### config.mk
export PLATFORM = sky130hd
export DESIGN_NAME = mdio_ctrl
export DESIGN_NICKNAME = d
export VERILOG_FILES = /design/src/rtl/mdio_pkg.sv /design/src/rtl/mdio_clkdiv.sv /design/src/rtl/mdio_frame_seq.sv /design/src/rtl/mdio_ctrl.sv
export SDC_FILE = /design/constraint.sdc
export NUM_CORES = 1
export LEC_CHECK = 0
export BUFFER_PORTS_ARGS = -buffer_cell sky130_fd_sc_hd__buf_2
export CAP_MARGIN = 20
export CELL_PAD_IN_SITES_DETAIL_PLACEMENT = 1
export CELL_PAD_IN_SITES_GLOBAL_PLACEMENT = 2
export CORE_MARGIN = 10
export CORE_UTILIZATION = 33
export DETAILED_ROUTE_END_ITERATION = 10
export PLACE_DENSITY_LB_ADDON = 0.1
export SYNTH_ARGS = -nofsm -noshare
export SYNTH_HDL_FRONTEND = slang
export SYNTH_SLANG_ARGS = --single-unit
### constraint.sdc
create_clock -name clk -period 1.7 [get_ports clk]
set_input_delay 0.085 -clock clk [delete_from_list [all_inputs] [get_ports clk]]
set_output_delay 0.085 -clock clk [all_outputs]
set_load 0.02 [all_outputs]
### src/rtl/mdio_pkg.sv
`timescale 1ns/1ps
package mdio_pkg;
    localparam int CMD_OFS   = 'h00;
    localparam int CAUSE_OFS = 'h7C;
    localparam int MASK_OFS  = 'h80;
    localparam int DONE_BIT  = 4;
    localparam int OP_BIT    = 26;
    localparam int VALID_BIT = 27;
    localparam int BUSY_BIT  = 28;
    localparam int FRAME_LEN = 64;
    localparam int TA_FIRST  = 46;
    localparam int DATA_FIRST = 48;

    typedef struct packed {
        logic        rd;
        logic [4:0]  regad;
        logic [4:0]  phy;
        logic [15:0] data;
    } mdio_cmd_t;
endpackage

### src/rtl/mdio_clkdiv.sv
`timescale 1ns/1ps
module mdio_clkdiv #(
    parameter int CLK_DIV = 40
) (
    input  logic clk,
    input  logic rst_n,
    input  logic run,
    output logic mdc,
    output logic rise_tick,
    output logic fall_tick
);
    localparam int HALF = CLK_DIV / 2;
    localparam int CW   = (CLK_DIV > 2) ? $clog2(CLK_DIV) : 1;

    typedef struct packed {
        logic [CW-1:0] cnt;
        logic          mdc;
    } div_t;

    div_t div_d, div_q;

    always_comb begin
        div_d     = div_q;
        rise_tick = run && (div_q.cnt == CW'(HALF - 1));
        fall_tick = run && (div_q.cnt == CW'(CLK_DIV - 1));
        if (!run) begin
            div_d = '0;
        end else begin
            div_d.cnt = fall_tick ? '0 : div_q.cnt + 1'b1;
            if (rise_tick) div_d.mdc = 1'b1;
            if (fall_tick) div_d.mdc = 1'b0;
        end
    end

    always_ff @(posedge clk or negedge rst_n) begin
        if (!rst_n) div_q <= '0;
        else        div_q <= div_d;
    end

    assign mdc = div_q.mdc;
endmodule

### src/rtl/mdio_frame_seq.sv
`timescale 1ns/1ps
module mdio_frame_seq
    import mdio_pkg::*;
(
    input  logic        clk,
    input  logic        rst_n,
    input  logic        start,
    input  mdio_cmd_t   cmd,
    input  logic        rise_tick,
    input  logic        fall_tick,
    input  logic        mdio_in,
    output logic        busy,
    output logic        mdio_out,
    output logic        mdio_oe,
    output logic        done,
    output logic        rd_ok,
    output logic [15:0] rd_data
);
    localparam int IW = $clog2(FRAME_LEN);

    typedef struct packed {
        logic                 busy;
        logic [IW-1:0]        idx;
        logic [FRAME_LEN-1:0] sh;
        logic                 rd;
        logic                 ta_ok;
        logic [15:0]          rsh;
    } seq_t;

    seq_t seq_d, seq_q;

    always_comb begin
        seq_d = seq_q;
        done  = seq_q.busy && fall_tick && (seq_q.idx == IW'(FRAME_LEN - 1));
        if (!seq_q.busy) begin
            if (start) begin
                seq_d.busy  = 1'b1;
                seq_d.idx   = '0;
                seq_d.rd    = cmd.rd;
                seq_d.ta_ok = 1'b0;
                seq_d.rsh   = '0;
                seq_d.sh    = {32'hFFFF_FFFF, 2'b01,
                               cmd.rd ? 2'b10 : 2'b01,
                               cmd.phy, cmd.regad,
                               cmd.rd ? 2'b00 : 2'b10,
                               cmd.rd ? 16'h0000 : cmd.data};
            end
        end else begin
            if (rise_tick && seq_q.rd) begin
                if (seq_q.idx == IW'(TA_FIRST + 1))
                    seq_d.ta_ok = !mdio_in;
                if (seq_q.idx >= IW'(DATA_FIRST))
                    seq_d.rsh = {seq_q.rsh[14:0], mdio_in};
            end
            if (fall_tick) begin
                seq_d.sh  = {seq_q.sh[FRAME_LEN-2:0], 1'b0};
                seq_d.idx = seq_q.idx + 1'b1;
                if (done) seq_d.busy = 1'b0;
            end
        end
    end

    always_ff @(posedge clk or negedge rst_n) begin
        if (!rst_n) seq_q <= '0;
        else        seq_q <= seq_d;
    end

    assign busy     = seq_q.busy;
    assign mdio_out = seq_q.busy && seq_q.sh[FRAME_LEN-1];
    assign mdio_oe  = seq_q.busy && !(seq_q.rd && (seq_q.idx >= IW'(TA_FIRST)));
    assign rd_ok    = seq_q.rd && seq_q.ta_ok;
    assign rd_data  = seq_q.rsh;
endmodule

### src/rtl/mdio_ctrl.sv
`timescale 1ns/1ps
module mdio_ctrl
    import mdio_pkg::*;
#(
    parameter int CLK_DIV = 40,
    parameter int ADDR_W  = 8
) (
    input  logic              clk,
    input  logic              rst_n,
    input  logic              bus_wr,
    input  logic [ADDR_W-1:0] bus_addr,
    input  logic [31:0]       bus_wdata,
    output logic [31:0]       bus_rdata,
    output logic              mdc,
    output logic              mdio_out,
    output logic              mdio_oe,
    input  logic              mdio_in,
    output logic              irq
);
    typedef struct packed {
        mdio_cmd_t cmd;
        logic      valid;
        logic      cause_done;
        logic      mask_done;
    } regs_t;

    regs_t st_d, st_q;

    logic        seq_busy, seq_done, seq_rd_ok;
    logic [15:0] seq_rd_data;
    logic        rise_tick, fall_tick;
    logic        cmd_hit, cause_hit, mask_hit, start;
    mdio_cmd_t   new_cmd;
    wire         unused_wdata = ^{bus_wdata[31:27]};

    assign new_cmd = '{rd: bus_wdata[OP_BIT], regad: bus_wdata[25:21],
                       phy: bus_wdata[20:16], data: bus_wdata[15:0]};

    always_comb begin
        st_d      = st_q;
        cmd_hit   = bus_wr && (bus_addr == ADDR_W'(CMD_OFS));
        cause_hit = bus_wr && (bus_addr == ADDR_W'(CAUSE_OFS));
        mask_hit  = bus_wr && (bus_addr == ADDR_W'(MASK_OFS));
        start     = cmd_hit && !seq_busy;
        if (start) begin
            st_d.cmd   = new_cmd;
            st_d.valid = 1'b0;
        end
        if (seq_done) begin
            st_d.valid = seq_rd_ok;
            if (st_q.cmd.rd) st_d.cmd.data = seq_rd_data;
        end
        if (cause_hit) st_d.cause_done = st_q.cause_done & bus_wdata[DONE_BIT];
        if (seq_done)  st_d.cause_done = 1'b1;
        if (mask_hit)  st_d.mask_done  = bus_wdata[DONE_BIT];
    end

    always_ff @(posedge clk or negedge rst_n) begin
        if (!rst_n) st_q <= '0;
        else        st_q <= st_d;
    end

    always_comb begin
        bus_rdata = '0;
        if (bus_addr == ADDR_W'(CMD_OFS)) begin
            bus_rdata[15:0]      = st_q.cmd.data;
            bus_rdata[20:16]     = st_q.cmd.phy;
            bus_rdata[25:21]     = st_q.cmd.regad;
            bus_rdata[OP_BIT]    = st_q.cmd.rd;
            bus_rdata[VALID_BIT] = st_q.valid;
            bus_rdata[BUSY_BIT]  = seq_busy;
        end else if (bus_addr == ADDR_W'(CAUSE_OFS)) begin
            bus_rdata[DONE_BIT]  = st_q.cause_done;
        end else if (bus_addr == ADDR_W'(MASK_OFS)) begin
            bus_rdata[DONE_BIT]  = st_q.mask_done;
        end
    end

    assign irq = st_q.cause_done & st_q.mask_done;

    mdio_clkdiv #(.CLK_DIV(CLK_DIV)) u_div (
        .clk       (clk),
        .rst_n     (rst_n),
        .run       (seq_busy),
        .mdc       (mdc),
        .rise_tick (rise_tick),
        .fall_tick (fall_tick)
    );

    mdio_frame_seq u_seq (
        .clk       (clk),
        .rst_n     (rst_n),
        .start     (start),
        .cmd       (new_cmd),
        .rise_tick (rise_tick),
        .fall_tick (fall_tick),
        .mdio_in   (mdio_in),
        .busy      (seq_busy),
        .mdio_out  (mdio_out),
        .mdio_oe   (mdio_oe),
        .done      (seq_done),
        .rd_ok     (seq_rd_ok),
        .rd_data   (seq_rd_data)
    );
endmodule

# Yosys cells after proc, flatten, opt, wreduce, memory -nomap -nowiden
# Index checks and enable logic that the tools add are counted.
[totals]
regBits = 126
input_bits = 44
out_inout_bits = 36
word_cells = 82
[classes]
add_sub_neg = 2
n_lt_le_gt_ge = 2
n_eq_ne = 11
n_mux = 25
bitwise_logic = 3
n_reduce_logical = 24
[ops]
columns = ["op", "count"]
rows = [
  ["$mux W71", 2],
  ["$mux W89", 1],
  ["$mux W17", 4],
  ["$mux W16", 3],
  ["$mux W24", 1],
  ["$eq A6 B6 Y1 const B", 3],
  ["$logic_and A1 B1 Y1", 13],
  ["$add A6 B1 Y6 const B", 2],
  ["$ge A6 B6 Y1 const B", 2],
  ["$mux W1", 9],
  ["$eq A8 B7 Y1 const B", 1],
  ["$eq A8 B8 Y1 const B", 1],
  ["$logic_not A8 Y1", 1],
  ["$mux W7", 1],
  ["$eq A6 B5 Y1 const B", 1],
  ["$mux W6", 1],
  ["$ne A2 B2 Y1 const B", 3],
  ["$reduce_and A3 Y1", 2],
  ["$reduce_bool A2 Y1", 3],
  ["$mux W2", 2],
  ["$mux W4", 1],
  ["$reduce_and A2 Y1", 2],
  ["$logic_not A1 Y1", 3],
  ["$ne A3 B1 Y1 const B", 1],
  ["other kinds (3)", 4],
]

# Logic depth before layout (Yosys ltp)
[logic_depth]
word_depth = 7
depth_mapped = 8
mapped_depth_nobuf = 5

# Cells and area by module
# From an unflattened synthesis, not the netlist that was laid out.
[hier_totals]
hier_cells = 549
area_unflattened_um2 = 5972.0
[modules_own_cells]
columns = ["module", "n_inst", "cells_per_inst", "area_per_inst_um2", "seq_area_each_um2"]
rows = [
  ["mdio_frame_seq", 1, 320, 3808.7, 2227.1],
  ["mdio_ctrl", 1, 196, 1808.0, 750.7],
  ["mdio_clkdiv", 1, 33, 355.3, 175.2],
]

# Worst setup path after synthesis
# No wires, ideal clock.
[synth_path]
path_type = "flip-flop to flip-flop"
start = "register u_div.div_q[1] (netlist name)"
end = "register u_seq.seq_q (netlist bit u_seq.rd_data[5])"
setup_ns = 0.130
arrival_ns = 1.616
required_ns = 1.570
path_slack_ns = -0.045
stages_incl_launch_ff = 8
path_buffers = 2
synth_period_minus_slack_ns = 1.745
cell_sequence = "dfrtp_1 > ha_1 > nor2b_1 > nand4_4 > and2_1 > buf_4 > buf_6 > o2bb2ai_1"
[synth_via]
elab_chain_cells = 5
[synth_rtl]
columns = ["element", "line_no", "rtl"]
rows = [
  ["start, declared", "mdio_clkdiv.sv:20", "div_t div_d, div_q;"],
  ["start signal, assigned", "mdio_clkdiv.sv:37", "else div_q <= div_d;"],
  ["$eq A6 B5 Y1", "mdio_clkdiv.sv:24", "rise_tick = run && (div_q.cnt == CW'(HALF - 1));"],
  ["$logic_and A1 B1 Y1", "mdio_clkdiv.sv:24", ""],
  ["$logic_and A1 B1 Y1", "mdio_frame_seq.sv:49", "if (rise_tick && seq_q.rd) begin"],
  ["$ne A2 B2 Y1 (no source line)", "n/a", ""],
  ["$reduce_and A3 Y1 (no source line)", "n/a", ""],
  ["end signal, assigned", "mdio_frame_seq.sv:65", "else seq_q <= seq_d;"],
  ["end, declared", "mdio_frame_seq.sv:30", "seq_t seq_d, seq_q;"],
]
# Every way passes these cells.
# A chain may end at the register's enable or synchronous reset.

# Worst setup path in the final report
[layout_path]
start = "register u_div.div_q[2] (netlist name)"
end = "register u_seq.seq_q[23] (netlist name)"
[layout_via]
elab_chain_cells = 4
[layout_rtl]
columns = ["element", "line_no", "rtl"]
rows = [
  ["$eq A6 B6 Y1", "mdio_clkdiv.sv:25", "fall_tick = run && (div_q.cnt == CW'(CLK_DIV - 1));"],
  ["$logic_and A1 B1 Y1", "mdio_clkdiv.sv:25", ""],
  ["$ne A2 B1 Y1 (no source line)", "n/a", ""],
  ["$reduce_and A2 Y1 (no source line)", "n/a", ""],
]
# Every way passes these cells.

==> results.txt <==
Yosys top cell by area = dfrtp_1
Core ar. = 0.0172 sq mm
Design area = 0.00769 sq mm
DP Area = 0.00662 sq mm
Crit path max fanout = 12
Number of global-route vias before repair = 5,288
Clock skew = 0.00598 ns
DR vias/cell = 5.21
Share of layout cells above drive strength 1 = 0.259
Area grow syn2layout = 32.7%
Critical path launch point type = flop
Number of flops mapped to enable cells by yosys = 0
Die height = 153 um
Final-report setup violation count = 7
Pins Over Slew Limit = 0
Final hold violations = 0
Yosys reg bits = 125
Die width = 153 um
Io pins = 80
Asr flop ratio synth = 1.00
Total Die Area = 0.0233 sq mm
Top post-synthesis cells by count = dfrtp_1, nand2_1, and3_1, nand3_1, nor2_1
RSZ-0062 raised after global routing = yes
CTS buffer count = 17
Worst vdd ir = 661 uV
Endpoint type of the worst setup path = flop
Main synth FF type = dfrtp_1
Data required time of the worst path = 1.99 ns
Ranking of synthesized cells by area = dfrtp_1, nand2_1, and3_1
Final WL = 18,200 um
CTS Sinks = 125
Cell Count Post-Placement = 857
First-pass GRT wire length = 29,200 um
Sequential share of the synthesized area = 0.540
Status = finished with violations
Avg Cell Area, Syn = 10.2 sq um
Global Route Usage Sum = 0.154
Clock root buffer = clkbuf_16
Clock-pin slew on the worst setup and hold paths = 0.06 ns
Fmax = 0.579 GHz
Period utilization = 1.02
Clock tree buffer depth = 2
CP Class = reg -> reg
# DRC = 0
Gpl congestion = 0.765
Layout Nets = 732
Initial Utilization = 0.336
Netlist Area Pre-Place = 0.00580 sq mm
Syn Inst Count = 567
Largest net degree at the start of global routing = 58
TritonCTS clock tree = done
TritonRoute pass-1 iters = 4
Synth top area share = 0.540
Max_cap viols = 0
# diodes = 0
Grt ovf = 0
Leak = 3.90 nW
Hpwl dp = 12,000 um
DR vias = 4,808
Final WS setup = -0.0261 ns
Port Buffers = 71
Cell row count = 48
Post-Layout Cell Count = 923
Top-count cell post-synth = dfrtp_1
Cell variety after synth = 51
Hold crit path type = in -> reg
Failing checks = negative setup slack
Yosys warns = 0
CP arrival = 2.02 ns
CTS H-tree lvls = 4
Iteration-0 DRC Markers = 334
Min cycle time layout = 1.73 ns
Final ANT Viol Nets = 0
Insertion delay to the later sink of the worst-skew pair = 0.41 ns
Antenna violations before repair = 0
Pwr/cell area = 968 mW/mm^2
WL per Instance = 19.7 um
-- metal layers --
| metal | vias up | routed length, um | share of wire | GRT usage |
|---|---|---|---|---|
| met4 | 0 | 263 | 0.014 | 0.0477 |
| met3 | 16 | 548 | 0.030 | 0.0342 |
| met2 | 64 | 9020 | 0.50 | 0.253 |
| met1 | 2470 | 8360 | 0.46 | 0.197 |
| met5 | - | 0 | 0 | 0 |
| li1 | 2258 | - | - | - |
-- flip-flops by register name, summed over array words and instances, names as in the netlist --
signal         count
u_div.div_q        6
st_q              29
u_seq.seq_q       72
u_seq.busy         1
u_div.mdc          1
u_seq.rd_data     16
-- layout make-up --
type,instances,area (sq um)
Clock inverter,6,82.6
Sequential cell,125,3130
Tap cell,225,282
Clock buffer,25,505
Fill cell,1904,9550
Multi-Input combinational cell,397,2500
Timing Repair Buffer,142,1180
Inverter,3,11.3
-- cell families after synthesis --
group                    count (synthesis)  synth area share
multiplexers                            21            0.0365
buffers and inverters                   48            0.0427
AND/OR/NAND/NOR                        281             0.249
flip-flops                             125             0.540
adder cells (fa/ha/maj)                  2           0.00432
XOR/XNOR                                 6           0.00907
AO/OA/AOI/OAI                           83             0.118
other                                    1          0.000647
-- layout by cell type, fill, tap and decap left out, types with 3 or more instances in the layout --
master,count
clkbuf_16,20
a31oi_1,17
clkbuf_1,3
nor2_1,27
mux2i_1,20
a21o_1,11
inv_1,3
a221o_2,6
and2_2,3
o2bb2ai_1,16
dlygate4sd3_1,23
clkinv_2,3
o21ai_0,5
nand4b_1,4
nand2_1,111
buf_2,69
xor2_1,4
a221o_1,20
nand3_1,46
dfrtp_1,124
buf_6,4
clkbuf_8,5
and2_1,13
and3_1,46
nand4_1,5
conb_1,3
buf_4,30
buf_12,13
-- what timing repair did --
action,4_1_cts,5_1_grt
hold endpoints to repair,119,0
gates cloned,1,3
gates resized for setup,9,12
setup endpoints to repair,27,107
pin swaps,2,12
hold buffers,23,0
buffers inserted,3,5
-- power breakdown --
part | switching, mW | internal [mW] | total [mW]
Sequential | 0.114 | 3.12 | 3.23
Clock | 1.31 | 2.34 | 3.65
Combinational | 0.291 | 0.271 | 0.562
-- worst max-delay path, cell delays in order (launching register included) --
cell and delay, ns:
dfrtp_1 0.35, ha_2 0.18, and4bb_2 0.27, and2_4 0.21, nor2_4 0.06, buf_12 0.14, a221o_2 0.38
-- final timing paths --
check | from | endpoint | slack, ns | depth (start not counted)
max | u_div.div_q[2] | u_seq.seq_q[23] | -0.03 | 6
min | bus_wdata[24] | st_q[27] | 0.01 | 3
max reg2reg | u_div.div_q[2] | u_seq.seq_q[23] | -0.03 | 6
min reg2reg | st_q[22] | st_q[22] | 0.47 | 1
max in group asynchronous | rst_n | u_seq.seq_q[59] | 0.91 | 3
min in group asynchronous | rst_n | st_q[11] | 0.15 | 2
-- metrics by stage --
stage,setup TNS [ns],utilization,total power [mW],hold WS (ns),setup WS (ns)
global route,-2.70,0.446,7.75,0.0232,-0.105
CTS,-0.0285,0.436,7.51,0.00347,-0.0134
floorplan,0,-,3.50,-0.211,0.00456
global placement,-3.68,0.384,3.74,0.0426,-0.152
detailed placement,-4.76,0.384,3.76,0.0489,-0.203
finish,-0.0968,0.446,7.44,0.0147,-0.0261
Power figures use the tool's default switching activity.
